**src/rtl/lczd_pkg.sv**
```systemverilog
package lczd_pkg;

   // Received symbol classes. EMPTY marks history slots not yet filled since reset.
   typedef enum logic [1:0] {
      SYM_ZERO  = 2'b00,
      SYM_PULSE = 2'b01,
      SYM_EMPTY = 2'b10,
      SYM_VIOL  = 2'b11
   } lczd_sym_t;

   localparam int unsigned FLAG_COUNT = 3;
   localparam int unsigned FLG_RUN    = 0;
   localparam int unsigned FLG_RUN16  = 1;
   localparam int unsigned FLG_CW     = 2;

   // Longest codeword window in bit times.
   localparam int unsigned CW_SPAN_T1 = 8;
   localparam int unsigned CW_SPAN_E1 = 4;

   function automatic lczd_sym_t classify(input logic bit_i, input logic bpv_i);
      if (!bit_i)     return SYM_ZERO;
      else if (bpv_i) return SYM_VIOL;
      else            return SYM_PULSE;
   endfunction

endpackage

```
**src/rtl/lczd_run_counter.sv**
```systemverilog
module lczd_run_counter #(
   parameter int unsigned RUN_E1   = 4,
   parameter int unsigned RUN_T1   = 8,
   parameter int unsigned RUN_LONG = 16
) (
   input  logic clk,
   input  logic rst_n,
   input  logic zero_i,
   input  logic t1_mode,
   output logic hit_mode_o,
   output logic hit_long_o
);

   localparam int unsigned CNT_W = $clog2(RUN_LONG + 1);
   localparam logic [CNT_W-1:0] LIM_LONG = CNT_W'(RUN_LONG);
   localparam logic [CNT_W-1:0] LIM_E1   = CNT_W'(RUN_E1);
   localparam logic [CNT_W-1:0] LIM_T1   = CNT_W'(RUN_T1);

   if (RUN_E1 < 1 || RUN_E1 > RUN_LONG) begin : g_bad_e1
      $error("lczd_run_counter: RUN_E1 must lie in 1..RUN_LONG");
   end
   if (RUN_T1 < 1 || RUN_T1 > RUN_LONG) begin : g_bad_t1
      $error("lczd_run_counter: RUN_T1 must lie in 1..RUN_LONG");
   end

   logic [CNT_W-1:0] cnt_q, cnt_d, thr;

   always_comb begin
      if (!zero_i)               cnt_d = '0;
      else if (cnt_q == LIM_LONG) cnt_d = cnt_q;
      else                        cnt_d = cnt_q + 1'b1;
   end

   assign thr        = t1_mode ? LIM_T1 : LIM_E1;
   assign hit_mode_o = zero_i && (cnt_d >= thr);
   assign hit_long_o = zero_i && (cnt_d == LIM_LONG);

   always_ff @(posedge clk) begin
      if (!rst_n) cnt_q <= '0;
      else        cnt_q <= cnt_d;
   end

   AST_PULSE_RESTARTS: assert property (@(posedge clk) disable iff (!rst_n)
      !zero_i |=> (cnt_q == '0));
   AST_NO_OVERFLOW: assert property (@(posedge clk) disable iff (!rst_n)
      cnt_q <= LIM_LONG);
   AST_LONG_NEEDS_MODE: assert property (@(posedge clk) disable iff (!rst_n)
      hit_long_o |-> hit_mode_o);
   AST_RUN_HOLDS_AT_LIMIT: assert property (@(posedge clk) disable iff (!rst_n)
      (cnt_q == LIM_LONG && zero_i) |=> (cnt_q == LIM_LONG));

endmodule

```
**src/rtl/lczd_cw_matcher.sv**
```systemverilog
module lczd_cw_matcher
   import lczd_pkg::*;
#(
   parameter int unsigned HIST_DEPTH = 8
) (
   input  logic      clk,
   input  logic      rst_n,
   input  lczd_sym_t sym_i,
   input  logic      t1_mode,
   output logic      hit_o
);

   if (HIST_DEPTH < CW_SPAN_T1) begin : g_bad_depth
      $error("lczd_cw_matcher: HIST_DEPTH too small for the T1 codeword");
   end

   localparam int unsigned OLD = HIST_DEPTH - 1;

   lczd_sym_t hist_q [OLD];
   lczd_sym_t win    [HIST_DEPTH];

   // win[0] is the current symbol, win[k] the symbol k bit times earlier.
   assign win[0] = sym_i;
   for (genvar k = 1; k < HIST_DEPTH; k++) begin : g_win
      assign win[k] = hist_q[k-1];
   end

   always_ff @(posedge clk) begin
      if (!rst_n) begin
         for (int k = 0; k < OLD; k++) hist_q[k] <= SYM_EMPTY;
      end else begin
         hist_q[0] <= sym_i;
         for (int k = 1; k < OLD; k++) hist_q[k] <= hist_q[k-1];
      end
   end

   logic e1_hit, t1_hit;

   assign e1_hit = (win[0] == SYM_VIOL) && (win[1] == SYM_ZERO) && (win[2] == SYM_ZERO)
                && ((win[3] == SYM_ZERO) || (win[3] == SYM_PULSE));

   assign t1_hit = (win[0] == SYM_PULSE) && (win[1] == SYM_VIOL) && (win[2] == SYM_ZERO)
                && (win[3] == SYM_PULSE) && (win[4] == SYM_VIOL) && (win[5] == SYM_ZERO)
                && (win[6] == SYM_ZERO)  && (win[7] == SYM_ZERO);

   assign hit_o = t1_mode ? t1_hit : e1_hit;

   AST_E1_ENDS_ON_VIOL: assert property (@(posedge clk) disable iff (!rst_n)
      (hit_o && !t1_mode) |-> (sym_i == SYM_VIOL));
   AST_T1_ENDS_ON_PULSE: assert property (@(posedge clk) disable iff (!rst_n)
      (hit_o && t1_mode) |-> (sym_i == SYM_PULSE));
   AST_NO_HIT_AFTER_RESET: assert property (@(posedge clk) disable iff (!rst_n)
      $rose(rst_n) |-> !hit_o);

endmodule

```
**src/rtl/lczd_sticky_flag.sv**
```systemverilog
module lczd_sticky_flag (
   input  logic clk,
   input  logic rst_n,
   input  logic set_i,
   input  logic clr_i,
   output logic flag_o
);

   logic flag_q;

   always_ff @(posedge clk) begin
      if (!rst_n) flag_q <= 1'b0;
      else        flag_q <= set_i | (flag_q & ~clr_i);
   end

   assign flag_o = flag_q;

   AST_SET_WINS: assert property (@(posedge clk) disable iff (!rst_n)
      set_i |=> flag_o);
   AST_READ_CLEARS: assert property (@(posedge clk) disable iff (!rst_n)
      (clr_i && !set_i) |=> !flag_o);
   AST_HOLDS_UNREAD: assert property (@(posedge clk) disable iff (!rst_n)
      (!clr_i && !set_i) |=> $stable(flag_o));

endmodule

```
**src/rtl/lczd_top.sv**
```systemverilog
module lczd_top
   import lczd_pkg::*;
#(
   parameter int unsigned RUN_E1     = 4,
   parameter int unsigned RUN_T1     = 8,
   parameter int unsigned RUN_LONG   = 16,
   parameter int unsigned HIST_DEPTH = 8
) (
   input  logic clk,
   input  logic rst_n,
   input  logic rx_bit,
   input  logic rx_bpv,
   input  logic t1_mode,
   input  logic rd_run,
   input  logic rd_run16,
   input  logic rd_cw,
   output logic run_flag,
   output logic run16_flag,
   output logic cw_flag
);

   lczd_sym_t sym;
   logic      hit_mode, hit_long, hit_cw;
   logic [FLAG_COUNT-1:0] set_v, clr_v, flag_v;

   assign sym = classify(rx_bit, rx_bpv);

   lczd_run_counter #(
      .RUN_E1   (RUN_E1),
      .RUN_T1   (RUN_T1),
      .RUN_LONG (RUN_LONG)
   ) u_run (
      .clk        (clk),
      .rst_n      (rst_n),
      .zero_i     (sym == SYM_ZERO),
      .t1_mode    (t1_mode),
      .hit_mode_o (hit_mode),
      .hit_long_o (hit_long)
   );

   lczd_cw_matcher #(
      .HIST_DEPTH (HIST_DEPTH)
   ) u_cw (
      .clk     (clk),
      .rst_n   (rst_n),
      .sym_i   (sym),
      .t1_mode (t1_mode),
      .hit_o   (hit_cw)
   );

   always_comb begin
      set_v            = '0;
      clr_v            = '0;
      set_v[FLG_RUN]   = hit_mode;
      set_v[FLG_RUN16] = hit_long;
      set_v[FLG_CW]    = hit_cw;
      clr_v[FLG_RUN]   = rd_run;
      clr_v[FLG_RUN16] = rd_run16;
      clr_v[FLG_CW]    = rd_cw;
   end

   for (genvar g = 0; g < FLAG_COUNT; g++) begin : g_flag
      lczd_sticky_flag u_flag (
         .clk    (clk),
         .rst_n  (rst_n),
         .set_i  (set_v[g]),
         .clr_i  (clr_v[g]),
         .flag_o (flag_v[g])
      );
   end

   assign run_flag   = flag_v[FLG_RUN];
   assign run16_flag = flag_v[FLG_RUN16];
   assign cw_flag    = flag_v[FLG_CW];

   AST_PULSE_NO_RUN_SET: assert property (@(posedge clk) disable iff (!rst_n)
      (rx_bit && rd_run && rd_run16) |=> (!run_flag && !run16_flag));
   AST_READ_ISOLATED: assert property (@(posedge clk) disable iff (!rst_n)
      (rd_cw && !rd_run && run_flag) |=> run_flag);
   AST_RESET_CLEARS: assert property (@(posedge clk)
      !rst_n |=> (!run_flag && !run16_flag && !cw_flag));

endmodule

```
**config.mk**
```make
export PLATFORM = sky130hd
export DESIGN_NAME = lczd_top
export DESIGN_NICKNAME = d
export VERILOG_FILES = /design/src/rtl/lczd_pkg.sv /design/src/rtl/lczd_run_counter.sv /design/src/rtl/lczd_cw_matcher.sv /design/src/rtl/lczd_sticky_flag.sv /design/src/rtl/lczd_top.sv
export SDC_FILE = /design/constraint.sdc
export NUM_CORES = 1
export LEC_CHECK = 0
export ABC_CLOCK_PERIOD_IN_PS = 2600
export BUFFER_PORTS_ARGS = -buffer_cell sky130_fd_sc_hd__clkbuf_2
export CAP_MARGIN = 10
export CORE_MARGIN = 2
export CORE_UTILIZATION = 45
export DETAILED_ROUTE_END_ITERATION = 16
export GPL_TIMING_DRIVEN = 0
export PLACE_DENSITY = 0.7
export SLEW_MARGIN = 5
export SYNTH_ARGS = -nofsm -noshare
export SYNTH_HDL_FRONTEND = slang
export SYNTH_HIERARCHICAL = 1
export SYNTH_SLANG_ARGS = --single-unit
```
**constraint.sdc**
```tcl
create_clock -name clk -period 2.6 [get_ports clk]
set_input_delay 0.65 -clock clk [delete_from_list [all_inputs] [get_ports clk]]
set_output_delay 0.65 -clock clk [all_outputs]
set_load 0.01 [all_outputs]
```
# Yosys cells after proc, flatten, opt, wreduce, memory -nomap -nowiden
# Memories as Yosys holds them, arrays and structs flattened.
# Cells that the tools add are included.
[totals] ramBits=14 word_cells=65 out_inout_bits=3 mem_bits_ro=0 reg_bits=8 n_memories=1 latchBits=0 in_bits=8
[mem_list] memory="u_cw.hist_q" depth=7 width=2 rd=7 rd_ports_with_merged_regs=0 wr=7 line_no="lczd_cw_matcher.sv:19" rtl="lczd_sym_t hist_q [OLD];"
[op_classes] order_cmp=1 n_div=0 n_addsub=1 n_reduce_logical=20 shifts=0 eq_ne=7 n_mul=0 bitwise=16 n_mux=15
[op_table] operator="2-bit two-way mux" n=9
[op_table] operator="2-bit zero test" n=7
[op_table] operator="1-bit logical AND" n=12
[op_table] operator="5-bit == test (second input constant)" n=2
[op_table] operator="5-bit two-way mux" n=2
[op_table] operator="1-bit OR" n=10
[op_table] operator="2-bit == test (second input constant)" n=3
[op_table] operator="5-bit by 1-bit adder with 5-bit output (second input constant)" n=1
[op_table] operator="5-bit greater-or-equal comparator" n=1
[op_table] operator="2-bit by 1-bit == test with 1-bit output (second input constant)" n=2
[op_table] operator="4-bit two-way mux" n=1
[op_table] operator="1-bit AND" n=3
[op_table] operator="1-bit two-way mux" n=3
[op_table] operator="1-bit NOT" n=3
[op_table] operator="1-bit logical OR" n=1

# Depth between registers and ports, before layout
# Gate-level depths: netlist of the first run.
[depth] word_depth=12 ltp_mapped=11 depth_no_buf=11

# By module
# Netlist of the first run, hierarchy kept.
[by_module_without_submodules] mod="lczd_cw_matcher" seq_area_each_um2=280.3 cells_each=37 area_each_um2=451.7 instances=1
[by_module_without_submodules] mod="lczd_run_counter" seq_area_each_um2=100.1 cells_each=36 area_each_um2=326.6 instances=1
[by_module_without_submodules] mod="lczd_sticky_flag" seq_area_each_um2=20.0 cells_each=3 area_each_um2=41.3 instances=3
[by_module_without_submodules] mod="lczd_top" seq_area_each_um2=0.0 cells_each=2 area_each_um2=10.0 instances=1

# Worst setup path before layout of the first run
# OpenSTA, ideal clock, no wires.
[synth_timing] kind="input to register" start="input rx_bit" end="register g_flag[0].u_flag.flag_q" n_path_buf=0 required_ns=2.485 slack_ns=0.581 cell_stages=8 t_arrival_ns=1.905 setup_ns=0.115 cell_sequence="inv_1 a21boi_1 inv_1 ha_1 nand2_1 nor3_1 o41a_1 o21a_1"
[synth_between] elab_chain_len=6
[synth_rtl] element="from (decl)" line_no="lczd_top.sv:11" rtl="input logic rx_bit,"
[synth_rtl] element="2-bit two-way mux *" line_no="lczd_pkg.sv:21" rtl="if (!bit_i) return SYM_ZERO;"
[synth_rtl] element="2-bit zero test *" line_no="lczd_top.sv:35" rtl=".zero_i (sym == SYM_ZERO),"
[synth_rtl] element="5-bit two-way mux" line_no="lczd_run_counter.sv:29" rtl="if (!zero_i) cnt_d = '0;"
[synth_rtl] element="5-bit greater-or-equal comparator" line_no="lczd_run_counter.sv:35" rtl="assign hit_mode_o = zero_i && (cnt_d >= thr);"
[synth_rtl] element="1-bit logical AND *" line_no="lczd_run_counter.sv:35"
[synth_rtl] element="net hit_mode" line_no="lczd_top.sv:23" rtl="logic hit_mode, hit_long, hit_cw;"
[synth_rtl] element="1-bit OR *" line_no="lczd_sticky_flag.sv:13" rtl="else flag_q <= set_i | (flag_q & ~clr_i);"
[synth_rtl] element="to (signal assigned)" line_no="lczd_sticky_flag.sv:13"
[synth_rtl] element="to (decl)" line_no="lczd_sticky_flag.sv:9" rtl="logic flag_q;"
# Mark *: on every way through the listed nets, which the timed path passes. The rest lies on a longest branch.
# A chain may end at the register's enable or synchronous reset.

# Worst setup path in the final report of the first run
[layout_timing] start="register u_run.cnt_q[0]" end="register g_flag[0].u_flag.flag_q"
[layout_between] elab_chain_len=6 elab_cells_between_ends=7 classes_between="add/sub (1); order compare (1); eq/ne (1); mux (2); bitwise (1); reduce/logical (1)"
[layout_rtl] element="from (decl)" line_no="lczd_run_counter.sv:26" rtl="logic [CNT_W-1:0] cnt_q, cnt_d, thr;"
[layout_rtl] element="from (signal assigned)" line_no="lczd_run_counter.sv:40" rtl="else cnt_q <= cnt_d;"
[layout_rtl] element="5-bit by 1-bit adder with 5-bit output or 5-bit == test (tied branches)" line_no="lczd_run_counter.sv:31, lczd_run_counter.sv:30"
[layout_rtl] element="5-bit two-way mux *" line_no="lczd_run_counter.sv:30" rtl="else if (cnt_q == LIM_LONG) cnt_d = cnt_q;"
[layout_rtl] element="5-bit two-way mux *" line_no="lczd_run_counter.sv:29"
[layout_rtl] element="5-bit greater-or-equal comparator *" line_no="lczd_run_counter.sv:35"
[layout_rtl] element="1-bit logical AND *" line_no="lczd_run_counter.sv:35"
[layout_rtl] element="net hit_mode" line_no="lczd_top.sv:23"
[layout_rtl] element="1-bit OR *" line_no="lczd_sticky_flag.sv:13"
# Marks and branches as above.

==> flow_summary.toml, run 1 <==
[critical_path]
slowest_stage = "dfxtp_1"
cp_slowest_stage_delay_ns = 0.44
endpoint = "g_flag[0].u_flag/flag_o$_SDFF_PN0_"
reg2reg_from = "u_run/cnt_q[0]$_SDFF_PN0_"
rrSetupSlack_ns = 0.38
worstSetupEndpointType = "flip-flop"
path_cells = "inv_1, ha_1, nand3b_1, nand3b_1, a21boi_1, inv_1, ha_1, nand2_1, nor3_1, o41a_1, o21a_1"
worst-path-stages = 11
startpoint = "u_run/cnt_q[0]$_SDFF_PN0_"
critPathTopFamily = "compound AO/OA/AOI/OAI gates"
critPathKind = "flip-flop to flip-flop"
cp.buffers_inverters = 2
path_max_fanout = 4
worstRegToRegCells = 11
critPathRequiredTime_ns = 2.82
critPathLaunchType = "flip-flop"
arrival_ns = 2.44
r2r-end = "g_flag[0].u_flag/flag_o$_SDFF_PN0_"

[timing]
maxSlewHeadroom_pct = 76.8
tns_ns = 0
rsz0062_at_grt = "no"
max_slew.worst_pin.slew_ns = 0.348
skew_ns = 0.00680
hold_viol_final = 0
setup_viol = 0
maxSlewViolCount = 0
period_needed_ns = 2.22
finalCritPeriodShare_pct = 85.4
max_freq_mhz = 451

[power_and_ir_drop]
p_per_area_nw_per_um2 = 619
ir_worst_vdd_uv = 403
p_total_uw = 649
leakagePower_uw = 0.000409

[job]
maxCapViolations = 0

[placement]
place_hpwl_microns = 1100
placed_cell_area_sq_um = 996
port_buffers = 10
placed_cells = 121
place_congestion = 0.697

[clock_tree]
htreeDepth = 1
cts_max_path_buffers = 2
clockRootBuffer = "clkbuf_4"
post_cts_buffers = 0
cts_hold_buf = 0
cts-buffers-inserted = 3
cts_num_sinks = 22
path_clk_slew_ns = 0.13
ctsResizeCount = 0
clock_latency_ns = 0.31
cts_tree = "built"

[layout]
diodes = 0
num-fill-cells = 173
syn2layout_area_growth_pct = 15.0
drive_gt1_share_pct = 20.4
post-route-cell-area_sq_um = 1050
num-nets-final = 111
fin_cells = 125

[detailed_routing]
firstDrtPassIters = 4
antenna_left = 0
drc = 0
vias = 591
wl_per_cell_microns = 11.7
drtIter0Drc = 2
viasPerCell = 4.73
finalWirelength_microns = 1470

[yosys]
syn_area_per_cell_sq_um = 10.9
async_flop_share_pct = 0
synth_top_area_share_pct = 48.3
ys_warn_count = 6
yosysUniqueCellTypes = 27
synth_ff_type = "dfxtp_1"
synth_seq_cells = 22
yosysMostFrequentCell = "dfxtp_1"
synth_edf_count = 0
syn_area_sq_um = 912
syn_inst = 84
synth.top_cells.by_count = "dfxtp_1 (22), and2_1 (9), nand2b_1 (8)"
ys_top_cells_by_area = "dfxtp_1 (48%), and2_1 (6.2%), ha_1 (5.5%)"
yosys.area.top_type = "dfxtp_1"
ys_seq_area_share_pct = 48.3
synth_fp_nets = 96

[die]
design.portCount = 11
core-area_sq_um = 1940
die_area_sq_um = 2400
start_util_pct = 47.0
die_x_microns = 49.0
die_y_microns = 49.0
placementRows = 16

[grt]
grt_pass1_vias = 594
grt_overflow_total = 0
grt_max_degree = 14
antenna_found_initial = 0
gr-usage-all-layers_pct = 14.3
grt_pass1_wl_microns = 2530

[min_path]
min_path_cells = 1
hold_class = "flip-flop to flip-flop"

[status]
status = "complete, no violations"
[where the power goes]
group / internal [uW] / switching [uW] / leakage, uW
sequential: 345 / 5.85 / 0.000179
clock: 156 / 106 / 0.0000279
combinational: 16.9 / 18.9 / 0.000202
total: 518 / 131 / 0.000409
[routing by layer]
metal  wire length, microns  up-vias  global-route usage [%]
li1                       -      312                       -
met1                    720      268                    17.1
met2                    677        7                    23.1
met3                     40        4                    3.68
met4                     29        0                    8.57
met5                      0        -                       0
[worst min path at each step]
stage / to / from
6_report: u_cw/hist_q[4][1]$_SDFF_PN1_ / u_cw/hist_q[3][1]$_SDFF_PN1_
3_3_place_gp: u_cw/hist_q[4][1]$_SDFF_PN1_ / u_cw/hist_q[3][1]$_SDFF_PN1_
4_1_cts: u_cw/hist_q[4][1]$_SDFF_PN1_ / u_cw/hist_q[3][1]$_SDFF_PN1_
2_1_floorplan: u_cw/hist_q[4][1]$_SDFF_PN1_ / u_cw/hist_q[3][1]$_SDFF_PN1_
3_5_place_dp: u_cw/hist_q[4][1]$_SDFF_PN1_ / u_cw/hist_q[3][1]$_SDFF_PN1_
5_1_grt: u_cw/hist_q[4][1]$_SDFF_PN1_ / u_cw/hist_q[3][1]$_SDFF_PN1_
[sequential cells by signal, summed over array words and instances (netlist names)]
name / count
g_flag.u_flag/flag_o: 3
u_cw/hist_q: 14
u_run/cnt_q: 5
[cells by family (layout without fill, tap and decap cells)]
group | Yosys count | in the layout | share of synthesized area, %
AO/OA/AOI/OAI | 6 | 6 | 7.55
XOR/XNOR | 3 | 3 | 3.70
adder cells (fa/ha/maj) | 4 | 4 | 5.49
buffers and inverters | 6 | 20 | 2.47
flip-flops | 22 | 22 | 48.3
AND/OR/NAND/NOR | 43 | 43 | 32.5
[cell usage in the layout, fill, tap and decap left out, types with 2 or more instances in the layout]
master	count
and3_1	2
nor2b_4	3
nor4_1	2
clkbuf_4	3
nand2_1	3
nand2b_1	8
nor2b_1	4
o21a_1	3
inv_1	5
nand3b_1	2
ha_1	4
clkbuf_2	10
and2_1	9
nand3_1	3
dfxtp_1	22
[layout make-up]
| type | instances | area (sq um) | share of cell area (%) |
|---|---|---|---|
| clock buffers | 3 | 22.5 | 2.15 |
| flip-flops and latches | 22 | 440 | 42.0 |
| clock inverters | 1 | 30.0 | 2.86 |
| repair buffers | 10 | 50.0 | 4.77 |
| well taps | 27 | 33.8 | 3.22 |
| multi-input cells | 56 | 449 | 42.8 |
| plain buffers | 1 | 3.75 | 0.358 |
| inverters | 5 | 18.8 | 1.79 |
[per-stage QoR]
stage	hold WS, ns	worst slack [ns]	utilization (%)
3_5_place_dp	0.415	0.269	51.3
6_report	0.442	0.380	54.0
3_3_place_gp	0.407	0.308	51.3
4_1_cts	0.446	0.376	54.0
5_1_grt	0.467	0.257	54.0
2_1_floorplan	0.401	0.581	-
Power figures use the tool's default switching activity.
==> inputs of run 2 (changes only) <==
--- a/config.mk
+++ b/config.mk
@@ -6,13 +6,14 @@
 export NUM_CORES = 1
 export LEC_CHECK = 0
 export ABC_CLOCK_PERIOD_IN_PS = 2600
-export BUFFER_PORTS_ARGS = -buffer_cell sky130_fd_sc_hd__clkbuf_2
 export CAP_MARGIN = 10
 export CORE_MARGIN = 2
-export CORE_UTILIZATION = 45
+export CORE_UTILIZATION = 53
 export DETAILED_ROUTE_END_ITERATION = 16
+export DONT_BUFFER_PORTS = 1
 export GPL_TIMING_DRIVEN = 0
-export PLACE_DENSITY = 0.7
+export MAX_ROUTING_LAYER = met4
+export PLACE_DENSITY = 0.74
 export SLEW_MARGIN = 5
 export SYNTH_ARGS = -nofsm -noshare
 export SYNTH_HDL_FRONTEND = slang
==> run 2 against run 1 <==
Effect of this change:
- critical path type unchanged
- setup slack improved by 0.052 ns
- combinational power fell by 34%
- critical endpoint unchanged
- cell count fell by 18%
- fmax rose by 2.4%
==> flow_summary.toml, run 2 (same netlist as run 1, synthesis figures left out) <==
[timing]
skew_ns = 0.00299
setup_viol = 0
max_slew.worst_pin.slew_ns = 0.323
finalCritPeriodShare_pct = 83.4
rsz0062_at_grt = "no"
period_needed_ns = 2.17
maxSlewViolCount = 0
max_freq_mhz = 461
maxSlewHeadroom_pct = 78.5
tns_ns = 0
hold_viol_final = 0

[grt]
antenna_found_initial = 0
grt_overflow_total = 0
grt_pass1_wl_microns = 2190
grt_pass1_vias = 524
gr-usage-all-layers_pct = 15.4
grt_max_degree = 13

[job]
maxCapViolations = 0

[critical_path]
critPathKind = "flip-flop to flip-flop"
path_max_fanout = 4
critPathRequiredTime_ns = 2.80
worstSetupEndpointType = "flip-flop"
critPathLaunchType = "flip-flop"
arrival_ns = 2.37

[detailed_routing]
drtIter0Drc = 11
wl_per_cell_microns = 12.5
viasPerCell = 5.44
drc = 0
vias = 560
finalWirelength_microns = 1280
antenna_left = 0
firstDrtPassIters = 4

[clock_tree]
cts_hold_buf = 0
post_cts_buffers = 0
cts_tree = "built"
cts-buffers-inserted = 3
clockRootBuffer = "clkbuf_4"
cts_max_path_buffers = 2
cts_num_sinks = 22
htreeDepth = 1
clock_latency_ns = 0.29
path_clk_slew_ns = 0.11
ctsResizeCount = 0

[die]
core-area_sq_um = 1560
placementRows = 14
die_y_microns = 45.5
die_area_sq_um = 2070
design.portCount = 11
start_util_pct = 58.5
die_x_microns = 45.5

[layout]
fin_cells = 103
top_register = "u_cw/hist_q"
diodes = 0
syn2layout_area_growth_pct = 4.66
final_cell_mix = "dfxtp_1 (22), and2_1 (9), nand2b_1 (8), inv_1 (5)"
drive_gt1_share_pct = 10.3
num-nets-final = 101
layout_commonest_cell = "dfxtp_1"
post-route-cell-area_sq_um = 955
largest_reg_flops = 14
final_util_pct = 61.2

[power_and_ir_drop]
leakagePower_uw = 0.000352
p_per_area_nw_per_um2 = 547
ir_worst_vdd_uv = 390

[placement]
place_congestion = 0.799
port_buffers = 0
place_hpwl_microns = 967
placed_cells = 100
placed_cell_area_sq_um = 932

[min_path]
hold_class = "input pin to flip-flop"

[status]
status = "complete, no violations"
run 2: cell types whose count changed in the layout (fill, tap and decap cells not counted), sizes merged:
cell	delta
clkbuf	-10
bufinv	-1
run 2: where the power goes:
group	leakage (uW)	switching, uW	internal, uW	total (uW)
clock	0.0000138	93.3	53.9	147
sequential	0.000179	6.57	345	351
combinational	0.000159	11.1	12.7	23.8
run 2: metrics by stage:
stage | worst slack, ns | total power, uW | hold slack [ns]
final | 0.432 | 522 | 0.421
after detailed placement | 0.441 | 383 | 0.427
after CTS | 0.431 | 524 | 0.415
after floorplan | 0.581 | 378 | 0.401
after global routing | 0.248 | 545 | 0.404
after global placement | 0.440 | 382 | 0.411
run 2: worst paths after layout:
kind	start	end	slack, ns	cells past startpoint
max	u_run/cnt_q[0]$_SDFF_PN0_	g_flag[0].u_flag/flag_o$_SDFF_PN0_	0.43	11
min	rst_n	u_cw/hist_q[5][1]$_SDFF_PN1_	0.42	1
max reg2reg	u_run/cnt_q[0]$_SDFF_PN0_	g_flag[0].u_flag/flag_o$_SDFF_PN0_	0.43	11
min reg2reg	u_cw/hist_q[4][1]$_SDFF_PN1_	u_cw/hist_q[5][1]$_SDFF_PN1_	0.45	1
run 2: layer usage:
layer / vias up / global-route usage [%] / part of all wire (%)
li1: 290 / - / -
met1: 251 / 20.2 / 51
met2: 15 / 21.4 / 44
met3: 4 / 3.57 / 4.9
met4: 0 / 8.82 / 0.93
met5: - / - / 0
run 2: critical path, cell delays in order, from the launching register on:
cell and delay [ns]:
dfxtp_1 0.43, inv_1 0.07, ha_1 0.20, nand3b_1 0.08
nand3b_1 0.08, a21boi_1 0.22, inv_1 0.08, ha_1 0.27
nand2_1 0.07, nor3_1 0.04, o41a_1 0.36, o21a_1 0.18
run 2: cell type report:
cell class / instances / area (sq um)
fillers: 135 / 604
multi-input cells: 56 / 449
clock buffers: 3 / 22.5
flip-flops and latches: 22 / 440
inverters: 5 / 18.8
well taps: 16 / 20.0
plain buffers: 1 / 3.75
==> inputs of run 3 (changes only) <==
--- a/config.mk
+++ b/config.mk
@@ -5,7 +5,7 @@
 export SDC_FILE = /design/constraint.sdc
 export NUM_CORES = 1
 export LEC_CHECK = 0
-export ABC_CLOCK_PERIOD_IN_PS = 2600
+export ABC_CLOCK_PERIOD_IN_PS = 1960
 export CAP_MARGIN = 10
 export CORE_MARGIN = 2
 export CORE_UTILIZATION = 53
@@ -13,7 +13,7 @@
 export DONT_BUFFER_PORTS = 1
 export GPL_TIMING_DRIVEN = 0
 export MAX_ROUTING_LAYER = met4
-export PLACE_DENSITY = 0.74
+export PLACE_DENSITY = 0.77
 export SLEW_MARGIN = 5
 export SYNTH_ARGS = -nofsm -noshare
 export SYNTH_HDL_FRONTEND = slang
==> constraint.sdc (replaced) <==
create_clock -name clk -period 1.96 [get_ports clk]
set_input_delay 0.49 -clock clk [delete_from_list [all_inputs] [get_ports clk]]
set_output_delay 0.49 -clock clk [all_outputs]
set_load 0.01 [all_outputs]
==> run 3 against run 2 <==
Effect of this change:
- the flow now finishes with violations (negative setup slack)
- cell count rose by 3.9%
- non-clock buffer count up 3
- combinational power is 58% higher
- global-route usage rose by 2.2 points
- worst hold slack lost 0.17 ns
- sequential share of layout area is 2.2 points lower
- flip-flop and latch count is the same
- critical path depth unchanged
- critical endpoint unchanged
- count of clock-buffer cells in the layout up 1
- clock power is 71% higher
==> flow_summary.toml, run 3 (same netlist as run 1, synthesis figures left out) <==
[critical_path]
critPathLaunchType = "flip-flop"
cp.buffers_inverters = 2
slowest_stage = "dfxtp_4"
critPathKind = "flip-flop to flip-flop"
arrival_ns = 2.21
path_cells = "inv_2, ha_4, nand3b_1, nand3b_1, a21boi_2, inv_1, ha_1, nand2_1, nor3_1, o41a_1, o21a_1"
cp_common_cell = "nand3b_1"
path_max_fanout = 4
critPathTopFamily = "compound AO/OA/AOI/OAI gates"
critPathRequiredTime_ns = 2.18
cp_slowest_stage_delay_ns = 0.39
worstSetupEndpointType = "flip-flop"

[power_and_ir_drop]
leakagePower_uw = 0.000375
clkPwrFrac_pct = 33.2
p_total_uw = 754
power_frac_seq_pct = 61.8
intPower_uw = 591
ir_worst_vdd_uv = 508
combPwrFrac_pct = 5.0
switching_share_pct = 21.6
p_sw_uw = 163
p_per_area_nw_per_um2 = 743

[layout]
drive_gt1_share_pct = 22.0
syn2layout_area_growth_pct = 11.2
largest_reg_flops = 14
top_register = "u_cw/hist_q"
layout_commonest_cell = "dfxtp_1"
diodes = 0
post-route-cell-area_sq_um = 1010
num-nets-final = 104
num-fill-cells = 116
final_util_pct = 65.1
final_cell_mix = "dfxtp_1 (20), and2_1 (9), nand2b_1 (8), nor2b_1 (4)"

[clock_tree]
clock_latency_ns = 0.31
cts_hold_buf = 0
path_clk_slew_ns = 0.12
cts-buffers-inserted = 3
clockRootBuffer = "clkbuf_4"
cts_num_sinks = 22
cts_tree = "built"
cts_max_path_buffers = 2
htreeDepth = 1

[grt]
top_usage_layer = "met2"
use_met1_pct = 19.9
grt_pass1_vias = 602
use_met2_pct = 27.9
gr-usage-all-layers_pct = 17.6
grt_max_degree = 13
use_met3_pct = 3.97
antenna_found_initial = 0
grt_pass1_wl_microns = 2440
grt_overflow_total = 0

[detailed_routing]
finalWirelength_microns = 1520
vias = 603
antenna_left = 0
wl_per_cell_microns = 14.2
firstDrtPassIters = 4
drc = 0
drtIter0Drc = 14
viasPerCell = 5.64

[placement]
placed_cell_area_sq_um = 933
place_hpwl_microns = 1090
place_congestion = 0.770
place_ws_ns = -0.188
port_buffers = 0

[status]
status = "finished with violations"
failed_checks = "negative setup slack"

[timing]
rsz0062_at_grt = "yes"
tns_ns = -0.0303
period_needed_ns = 1.99
max_freq_mhz = 502
setup_viol = 1
finalCritPeriodShare_pct = 102
skew_ns = 0.00423
maxSlewHeadroom_pct = 79.3
max_slew.worst_pin.slew_ns = 0.308
maxSlewViolCount = 0
fin_ws_ns = -0.0303
hold_viol_final = 0

[min_path]
hold_class = "input pin to flip-flop"

[job]
maxCapViolations = 0

[die]
start_util_pct = 58.5
core-area_sq_um = 1560
die_y_microns = 45.5
die_x_microns = 45.5
placementRows = 14
die_area_sq_um = 2070
design.portCount = 11
## run 3: changes by cell type in the layout (fill, tap and decap cells not counted), moves of 2 or more
| cell | change |
|---|---|
| inv_1 | -2 |
| inv_2 | +2 |
| ha_1 | -2 |
| dfxtp_1 | -2 |
| buf_4 | +3 |
## run 3: repair_timing
| item | 4_1_cts | 5_1_grt |
|---|---|---|
| gates resized for setup | 7 | 1 |
| buffers inserted | 2 | 1 |
| pin swaps | 6 | 1 |
| cloned | 0 | 0 |
| endpoints found under the setup margin | 1 | 1 |
## run 3: stage by stage
step	std cells	hold WS, ns
3_3_place_gp	100	0.408
3_5_place_dp	100	0.426
4_1_cts	106	0.236
6_report	107	0.247
5_1_grt	107	0.229
2_1_floorplan	84	0.401
## run 3: cell type report
type | instances | area, sq um | area share (%)
plain buffers | 1 | 3.75 | 0.370
clock buffers | 4 | 36.3 | 3.58
inverters | 5 | 18.8 | 1.85
multi-input cells | 56 | 468 | 46.1
flip-flops and latches | 22 | 445 | 43.9
well taps | 16 | 20.0 | 1.97
repair buffers | 3 | 22.5 | 2.22
## run 3: path summary, 6_finish.rpt
| kind | startpoint | endpoint | slack, ns | cells past startpoint |
|---|---|---|---|---|
| min reg2reg | u_cw/hist_q[4][1]$_SDFF_PN1_ | u_cw/hist_q[5][1]$_SDFF_PN1_ | 0.45 | 1 |
| max | u_run/cnt_q[0]$_SDFF_PN0_ | g_flag[0].u_flag/flag_o$_SDFF_PN0_ | -0.03 | 11 |
| max reg2reg | u_run/cnt_q[0]$_SDFF_PN0_ | g_flag[0].u_flag/flag_o$_SDFF_PN0_ | -0.03 | 11 |
| min | rst_n | u_cw/hist_q[5][1]$_SDFF_PN1_ | 0.25 | 1 |
## run 3: layer usage
layer / routed length [microns] / vias up
met4: 22 / 0
li1: - / 299
met5: 0 / -
met3: 75 / 4
met2: 751 / 19
met1: 675 / 281
## run 3: power groups by stage
stage / logic, uW / registers (uW) / clock network (uW)
floorplan: 26.7 / 475 / 0
global placement: 30.2 / 476 / 0
detailed placement: 32.0 / 477 / 0
CTS: 37.6 / 466 / 260
global route: 43.2 / 468 / 272
finish: 37.7 / 466 / 251
